**config.mk**
```make
export PLATFORM = sky130hd
export DESIGN_NAME = shrot_unit
export DESIGN_NICKNAME = d
export VERILOG_FILES = /design/src/rtl/shrot_pkg.sv /design/src/rtl/shrot_step.sv /design/src/rtl/shrot_ctrl.sv /design/src/rtl/shrot_unit.sv
export SDC_FILE = /design/constraint.sdc
export NUM_CORES = 1
export LEC_CHECK = 0
export BUFFER_PORTS_ARGS = -buffer_cell sky130_fd_sc_hd__clkbuf_2
export CAP_MARGIN = 10
export CORE_AREA = 4 4 79 81
export DETAILED_ROUTE_END_ITERATION = 10
export DIE_AREA = 0 0 83 85
export PLACE_DENSITY = 0.65
export SETUP_SLACK_MARGIN = 0.4
export SYNTH_ARGS = -nofsm -noshare
export SYNTH_HDL_FRONTEND = slang
export SYNTH_HIERARCHICAL = 1
export SYNTH_SLANG_ARGS = --single-unit
```
**constraint.sdc**
```tcl
create_clock -name clk -period 2.5 [get_ports clk]
set_clock_uncertainty 0.05 [all_clocks]
set_input_delay 0.5 -clock clk [delete_from_list [all_inputs] [get_ports clk]]
set_output_delay 0.5 -clock clk [all_outputs]
set_load 0.05 [all_outputs]
```
**src/rtl/shrot_pkg.sv**
```systemverilog
// Package: shared operation codes and controller states for the shift unit.
// Assumes: operation codes are fixed by the decoder that drives op_i.
package shrot_pkg;

    typedef enum logic [2:0] {
        OP_ROL = 3'd0,
        OP_ROR = 3'd1,
        OP_RCL = 3'd2,
        OP_RCR = 3'd3,
        OP_SHL = 3'd4,
        OP_SHR = 3'd5,
        OP_SAL = 3'd6,
        OP_SAR = 3'd7
    } sr_op_e;

    typedef enum logic {
        ST_IDLE = 1'b0,
        ST_RUN  = 1'b1
    } sr_state_e;

    // True for the operations that move bits toward the top.
    function automatic logic op_is_left(input sr_op_e op);
        return (op == OP_ROL) || (op == OP_RCL) || (op == OP_SHL) || (op == OP_SAL);
    endfunction

endpackage

```
**src/rtl/shrot_step.sv**
```systemverilog
// Module: one single-bit step of any shift or rotate on a W-bit value.
// Purely combinational. Also gives the overflow that a one-step operation
// would produce. Assumes W >= 2.
module shrot_step
    import shrot_pkg::*;
#(
    parameter int W = 16
) (
    input  sr_op_e         op_i,
    input  logic [W-1:0]   val_i,
    input  logic           cin_i,
    output logic [W-1:0]   val_o,
    output logic           cout_o,
    output logic           ovf_o
);

    // Next value and bit moved out, chosen by operation.
    always_comb begin
        unique case (op_i)
            OP_ROL:         begin val_o = {val_i[W-2:0], val_i[W-1]}; cout_o = val_i[W-1]; end
            OP_ROR:         begin val_o = {val_i[0], val_i[W-1:1]};   cout_o = val_i[0];   end
            OP_RCL:         begin val_o = {val_i[W-2:0], cin_i};      cout_o = val_i[W-1]; end
            OP_RCR:         begin val_o = {cin_i, val_i[W-1:1]};      cout_o = val_i[0];   end
            OP_SHL, OP_SAL: begin val_o = {val_i[W-2:0], 1'b0};       cout_o = val_i[W-1]; end
            OP_SHR:         begin val_o = {1'b0, val_i[W-1:1]};       cout_o = val_i[0];   end
            default:        begin val_o = {val_i[W-1], val_i[W-1:1]}; cout_o = val_i[0];   end
        endcase
    end

    // Overflow rule for a one-step operation.
    always_comb begin
        if (op_is_left(op_i))    ovf_o = val_o[W-1] ^ cout_o;
        else if (op_i == OP_SHR) ovf_o = val_i[W-1];
        else if (op_i == OP_SAR) ovf_o = 1'b0;
        else                     ovf_o = val_o[W-1] ^ val_o[W-2];
    end

endmodule

```
**src/rtl/shrot_ctrl.sv**
```systemverilog
// Module: step sequencer. It accepts a start when idle, counts the steps down
// and pulses done one cycle after the last step (or after one cycle for a
// zero count). Assumes the count is sampled only in the accepting cycle.
module shrot_ctrl
    import shrot_pkg::*;
#(
    parameter int CNT_W = 8
) (
    input  logic             clk,
    input  logic             rst_n,
    input  logic             start_i,
    input  logic [CNT_W-1:0] cnt_i,
    output logic             load_o,
    output logic             step_o,
    output logic             busy_o,
    output logic             done_o
);

    sr_state_e        state_q;
    logic [CNT_W-1:0] cnt_q;
    logic             last;

    // Decode handshake strobes from the state.
    assign busy_o = (state_q == ST_RUN);
    assign load_o = start_i && !busy_o;
    assign step_o = busy_o && (cnt_q != '0);
    assign last   = busy_o && (cnt_q <= CNT_W'(1));

    // State, remaining count and done pulse.
    always_ff @(posedge clk) begin
        if (!rst_n) begin
            state_q <= ST_IDLE;
            cnt_q   <= '0;
            done_o  <= 1'b0;
        end else begin
            done_o <= 1'b0;
            if (load_o) begin
                cnt_q   <= cnt_i;
                state_q <= ST_RUN;
            end else if (busy_o) begin
                if (step_o) cnt_q <= cnt_q - 1'b1;
                if (last) begin
                    state_q <= ST_IDLE;
                    done_o  <= 1'b1;
                end
            end
        end
    end

    // done is a single-cycle pulse
    a_r11_done_pulse: assert property (@(posedge clk) disable iff (!rst_n)
        done_o |=> !done_o);

    // the last step is followed by done and a return to idle
    a_r11_done_after_last: assert property (@(posedge clk) disable iff (!rst_n)
        last |=> (done_o && !busy_o));

    // a start while busy does not reload the count
    a_r12_start_ignored: assert property (@(posedge clk) disable iff (!rst_n)
        (busy_o && start_i && cnt_q > CNT_W'(1)) |=> (busy_o && cnt_q == $past(cnt_q) - 1'b1));

endmodule

```
**src/rtl/shrot_unit.sv**
```systemverilog
// Module: top of the shift and rotate unit. It holds the working value and
// the flags, and selects between a byte lane and a word lane built from
// shrot_step. The sequencing comes from shrot_ctrl. Assumes DATA_W is even.
module shrot_unit
    import shrot_pkg::*;
#(
    parameter int DATA_W = 16,
    parameter int CNT_W  = 8
) (
    input  logic              clk,
    input  logic              rst_n,
    input  logic              start_i,
    input  logic [2:0]        op_i,
    input  logic              wide_i,
    input  logic              use_reg_i,
    input  logic [CNT_W-1:0]  cnt_reg_i,
    input  logic [DATA_W-1:0] operand_i,
    input  logic              carry_i,
    output logic [DATA_W-1:0] result_o,
    output logic              carry_o,
    output logic              ovf_o,
    output logic              done_o
);

    localparam int LANES  = 2;
    localparam int HALF_W = DATA_W / 2;

    sr_op_e            op_q;
    logic              wide_q;
    logic              single_q;
    logic [DATA_W-1:0] work_q;
    logic              cf_q;
    logic              of_q;

    logic              load_en, step_en, busy;
    logic [CNT_W-1:0]  eff_cnt;
    logic [DATA_W-1:0] load_val;

    logic [DATA_W-1:0] lane_val [LANES];
    logic              lane_cf  [LANES];
    logic              lane_of  [LANES];

    // Select the step count and mask the operand to the chosen width.
    always_comb begin
        eff_cnt  = use_reg_i ? cnt_reg_i : CNT_W'(1);
        load_val = operand_i;
        if (!wide_i) load_val[DATA_W-1:HALF_W] = '0;
    end

    shrot_ctrl #(.CNT_W(CNT_W)) u_ctrl (
        .clk     (clk),
        .rst_n   (rst_n),
        .start_i (start_i),
        .cnt_i   (eff_cnt),
        .load_o  (load_en),
        .step_o  (step_en),
        .busy_o  (busy),
        .done_o  (done_o)
    );

    // One step lane per width: lane 0 is the byte lane, lane 1 the word lane.
    for (genvar g = 0; g < LANES; g++) begin : g_lane
        localparam int LW = (g == 0) ? HALF_W : DATA_W;
        logic [LW-1:0] nv;
        logic          nc, no;

        shrot_step #(.W(LW)) u_step (
            .op_i   (op_q),
            .val_i  (work_q[LW-1:0]),
            .cin_i  (cf_q),
            .val_o  (nv),
            .cout_o (nc),
            .ovf_o  (no)
        );

        // Zero-extend the lane result to the full width.
        always_comb begin
            lane_val[g]         = '0;
            lane_val[g][LW-1:0] = nv;
        end
        assign lane_cf[g] = nc;
        assign lane_of[g] = no;
    end

    // Operation registers: captured at start, advanced on each step.
    always_ff @(posedge clk) begin
        if (!rst_n) begin
            op_q     <= OP_ROL;
            wide_q   <= 1'b0;
            single_q <= 1'b0;
            work_q   <= '0;
            cf_q     <= 1'b0;
            of_q     <= 1'b0;
        end else if (load_en) begin
            op_q     <= sr_op_e'(op_i);
            wide_q   <= wide_i;
            single_q <= (eff_cnt == CNT_W'(1));
            work_q   <= load_val;
            cf_q     <= carry_i;
        end else if (step_en) begin
            work_q <= lane_val[wide_q];
            cf_q   <= lane_cf[wide_q];
            if (single_q) of_q <= lane_of[wide_q];
        end
    end

    assign result_o = work_q;
    assign carry_o  = cf_q;
    assign ovf_o    = of_q;

    // after a rotate-left step the wrapped bit is both bit 0 and the carry
    a_r1_rol_wrap: assert property (@(posedge clk) disable iff (!rst_n)
        (step_en && op_q == OP_ROL) |=> (result_o[0] == carry_o));

    // after a rotate-left through carry, bit 0 is the previous carry
    a_r3_rcl_carry_in: assert property (@(posedge clk) disable iff (!rst_n)
        (step_en && op_q == OP_RCL) |=> (result_o[0] == $past(cf_q)));

    // the arithmetic right shift keeps the word sign bit
    a_r6_sar_sign: assert property (@(posedge clk) disable iff (!rst_n)
        (step_en && op_q == OP_SAR && wide_q) |=> (result_o[DATA_W-1] == $past(work_q[DATA_W-1])));

    // a zero count gives back the operand and carry-in, then done
    a_r9_zero_count: assert property (@(posedge clk) disable iff (!rst_n)
        (load_en && eff_cnt == '0) |-> ##2 (done_o && result_o == $past(load_val, 2)
                                            && carry_o == $past(carry_i, 2)));

    // byte mode leaves the upper half of the result at zero
    a_r13_byte_upper: assert property (@(posedge clk) disable iff (!rst_n)
        !wide_q |-> (result_o[DATA_W-1:HALF_W] == '0));

    // no reload of the working value while busy
    a_r12_no_reload: assert property (@(posedge clk) disable iff (!rst_n)
        (busy && !step_en) |=> $stable(result_o));

endmodule

```
Word level (Yosys, flattened, before mapping)
Cells that the tools add are included.

Register bits after elaboration: 33. Input port bits: 33. Output and inout bits: 19. Logic and storage cells: 76.

$add $sub $neg: 1. $lt $le $gt $ge: 2. Eq/ne operators: 8. Multiplexer cells: 32. Bitwise gates (word level): 8. Reductions and logical operators: 16.

Operators with widths (number): 16-bit case mux with 6 select lines (1); 16-bit two-way mux (5); 8-bit case mux with 6 select lines (1); 8-bit two-way mux (5); 1-bit two-way mux (20); 3-bit == test (second input constant) (4); 8-bit by 1-bit == test with 1-bit output (second input constant) (1); 8-bit by 1-bit less-or-equal comparator with 1-bit output (second input constant) (1); 8-bit nonzero test (1); 8-bit by 1-bit subtractor with 8-bit output (second input constant) (1); 3-bit by 2-bit == test with 1-bit output (second input constant) (2); 2-bit nonzero test (2); 4-bit OR reduction (1); 1-bit XOR (4); 3-bit by 1-bit == test with 1-bit output (second input constant) (1); 1-bit logical AND (3); 3-bit zero test (1); 1-bit logical OR (3); 1-bit NOT (3); 3-bit AND reduction (1); 3-bit OR reduction (1); 2-bit greater-or-equal comparator (second input constant) (1); 1-bit NOT with 2-bit output (1); 2-bit AND reduction (1); other kinds (2) (2).

Logic depth before layout (Yosys ltp)
Depth after elaboration: 10. Gate-level depth with buffers: 9. Gate-level depth less buffers: 7.

Cells and area by module
Netlist, hierarchy kept.

By module, submodules not included: shrot_unit (times used 1, cells an instance 133, area each 1357.6 µm², seq. area each 460.4 µm²); shrot_ctrl (times used 1, cells an instance 65, area each 576.8 µm², seq. area each 200.2 µm²); shrot_step at g_lane[1].u_step (times used 1, cells an instance 32, area each 295.3 µm², seq. area each 0.0 µm²); shrot_step at g_lane[0].u_step (times used 1, cells an instance 27, area each 203.9 µm², seq. area each 0.0 µm²).

Worst setup path after synthesis
No wires, ideal clock.

Path type: reg2reg. From: register u_ctrl.cnt_q[0]. To: register work_q[2], in the netlist result_o[2]. Library setup time: 0.059 ns. Arrival time: 1.682 ns. Data required time: 2.391 ns. Path slack: 0.709 ns. Cell stages (with the launch flop): 10. Path buffers: 2. Period minus slack after synthesis: 1.791 ns. Cell sequence: dfxtp_1 inv_1 ha_1 nor3b_2 a21oi_4 buf_4 buf_6 nor2_2 a211oi_2 a31o_1.

Longest elaborated chain between the ends: 3.

Ends and longest elaborated chain: start: declaration (RTL line shrot_ctrl.sv:20) `logic [CNT_W-1:0] cnt_q;`; start signal: assignment (RTL line shrot_ctrl.sv:38) `cnt_q <= cnt_i;`; start signal: assignment (RTL line shrot_ctrl.sv:41) `if (step_o) cnt_q <= cnt_q - 1'b1;`; 8-bit nonzero test (RTL line shrot_ctrl.sv:26) `assign step_o = busy_o && (cnt_q != '0);`; 1-bit logical AND (RTL line shrot_ctrl.sv:26); via step_en (RTL line shrot_unit.sv:35) `logic load_en, step_en, busy;`; 2-bit nonzero test (no line); end signal: assignment (RTL line shrot_unit.sv:98) `work_q <= load_val;`; end signal: assignment (RTL line shrot_unit.sv:101) `work_q <= lane_val[wide_q];`; end: declaration (RTL line shrot_unit.sv:31) `logic [DATA_W-1:0] work_q;`.

The timed path passes the listed nets, and every way through them passes these cells. A chain may end at the register's enable or synchronous reset.

Final worst setup path
From: register u_ctrl.cnt_q[0]. To: register u_ctrl.cnt_q[4].

Longest elaborated chain between the ends: 4. Elaborated cells between the ends (all ways): 8. Classes of those cells: 1 x add/sub; 3 x mux; 4 x reduce/logical.

Ends and longest elaborated chain (RTL line): 8-bit nonzero test (shrot_ctrl.sv:26); 1-bit logical AND (shrot_ctrl.sv:26); via step_en (shrot_unit.sv:35); 2-bit nonzero test (no line); 2-bit AND reduction (no line).

The timed path passes the listed nets, and every way through them passes these cells. The select of a mux whose other input is x is not followed.

==> impl_metrics.ini <==
[clock_tree]
clk_path_buf_depth = 2
clock_sinks = 33
cts_tree = yes
cts_root_buffer = clkbuf_8
htreeDepth = 2
post_cts_buffers = 0
numCtsBuffers = 5
holdBufCountCts = 0
post_cts_resized = 0
cts.clk_slew.worst_paths_ps = 70
clock_latency_ps = 280

[drt]
detail_route.wirelength_um = 5430
vias = 2070
wl_per_cell_um = 14.4
drt_first_pass_iters = 4
drc = 0
viasPerCell = 5.51
detail-route-antenna-nets = 0
drt_iter0_markers = 120

[logic_synthesis]
synth_warnings = 6
synth_top_area_cell = dfxtp_1
yosys_register_bits = 33
synth_ff_type = dfxtp_1
synth_area_per_cell_um2 = 9.47
synth.area.top_cells = dfxtp_1 27%, mux2_1 6.9%, mux2i_1 6.6%
synthCells = 257
syn_nets = 293
async_flop_share_pct = 0
synth.distinct_cells = 54
synth_top_area_share_pct = 27.1
synth_edf_count = 0
syn_area_um2 = 2430
ys_seq_area_share_pct = 27.1

[placed_design]
portBuffers = 51
place.gp.congestion = 0.762
post-dp-hpwl_um = 3930
placed_area_um2 = 2690
pre_cts_ws_ps = 571

[grt]
grt_max_degree = 39
grt_pass1_wl_um = 9410
grt_antenna_before_repair = 0
grt_overflow = 0
gr-usage-all-layers_pct = 15.8
grt_pass1_vias = 2018

[outcome]
outcome = finished clean

[worst_setup_path]
cp-end-kind = register
cp.arrival_ps = 2080
start_kind = register
required_ps = 2630
cp_max_fo = 34
path_class = reg2reg

[worst_hold_path]
hp-class = in2reg

[layout]
antenna_cells = 0
area_delta_synth_final_pct = 14.2
drive_gt1_share_pct = 35.9
fillers = 544
seq_area_um2 = 661
most-common-layout-cells = 51 x clkbuf_2, 33 x dfxtp_1, 16 x mux2i_1, 16 x nor2_1, 16 x nand2_1
multi_input_area_um2 = 1600
nNetsFinal = 340
fin_area_um2 = 2780
layout_commonest_cell = clkbuf_2
utilization_pct = 50.8

[flow_run]
maxCapViolations = 0

[timing]
setup_viol = 0
hold_ws_ps = 390
rsz0062_at_grt = false
setup-tns-final_ps = 0
tightest_slew_ps = 623
min_period_ps = 1950
fmax_ghz = 0.514
finalCritPeriodShare_pct = 77.8
slew_viol_final = 0
setup_slack_ps = 554
maxSlewHeadroom_pct = 58.4
finalHoldViolations = 0

[pwr]
leakagePower_uw = 0.00110
p_per_area_nw_per_um2 = 602
vdd_drop_max_v = 0.000209

[floorplan]
die_x_um = 83
ios = 52
die_y_um = 85
rows = 27
start_util_pct = 44.5
dieArea_um2 = 7060
coreArea_um2 = 5470
==> Yosys cell counts, types with 5 or more instances <==
library cell   n
nand3_2        8
inv_1          5
mux2_1        15
and2_1         8
nor2_1        16
nor3_1         7
nand2_1       16
a21oi_1       13
o21ai_0       10
a211oi_2      10
mux2_2         7
a31o_1         9
a221oi_2       8
mux2i_1       16
dfxtp_1       33
nor3b_1        5
nand2b_1       5
buf_6          6
==> report_power, final <==
part,leakage (µW),internal (µW),switching (µW)
sequential,0.000272,581,86.0
clock,0.0000443,218,184
combinational,0.000783,238,366
total,0.00110,1040,636
==> area by class of cell <==
type,count,share of cell area (%)
inverters,7,0.946
repair buffers,57,11.3
flip-flops and latches,33,23.8
multi-input cells,200,57.7
clock buffers,7,3.11
well taps,72,3.24
==> metal layers <==
layer / part of all wire (%) / vias up / GRT usage (%)
met5: 0 / - / 0
met4: 0.74 / 0 / 4.16
met3: 3.8 / 4 / 4.27
met2: 48 / 39 / 25.7
met1: 47 / 976 / 20.6
li1: - / 1051 / -
==> logic make-up (layout without fill, tap and decap cells) <==
| family | count (synthesis) | in the layout | share of synthesized area (%) |
|---|---|---|---|
| and+or+nand+nor | 86 | 86 | 21.7 |
| AOI/OAI and AO/OA | 70 | 70 | 24.5 |
| DFF | 33 | 33 | 27.1 |
| buffers and inverters | 24 | 71 | 6.99 |
| adders and majority gates | 3 | 3 | 1.54 |
| xor gates and xnor gates | 2 | 2 | 0.720 |
| muxes | 39 | 39 | 17.4 |
==> flip-flops by register name (all words and copies together), names as in the netlist <==
signal	flops
result_o	16
u_ctrl/cnt_q	8
op_q	3
carry_o	1
ovf_o	1
single_q	1
u_ctrl/busy_o	1
u_ctrl/done_o	1
wide_q	1
==> stage by stage <==
stage / total power (µW) / std cells
after CTS: 1690 / 376
after global placement: 1270 / 369
after detailed placement: 1290 / 369
after global routing: 1790 / 376
after floorplan: 1160 / 257
final: 1670 / 376
==> final timing paths <==
kind	from	to	slack, ps	cells past startpoint
worst max-delay path	u_ctrl/cnt_q[0]	u_ctrl/cnt_q[4]	550	7
worst min-delay path	operand_i[3]	result_o[3]	390	2
worst max register to register	u_ctrl/cnt_q[0]	u_ctrl/cnt_q[4]	550	7
worst min register to register	ovf_o	ovf_o	460	1
==> critical path, stage by stage, from the launching register on <==
cell and delay (ps):
dfxtp_1 400, inv_1 100, ha_1 200, nor3b_2 190, a21oi_4 180, buf_12 230, mux2_4 320, o21a_1 160
No activity file was read; power rests on OpenSTA's default activity.
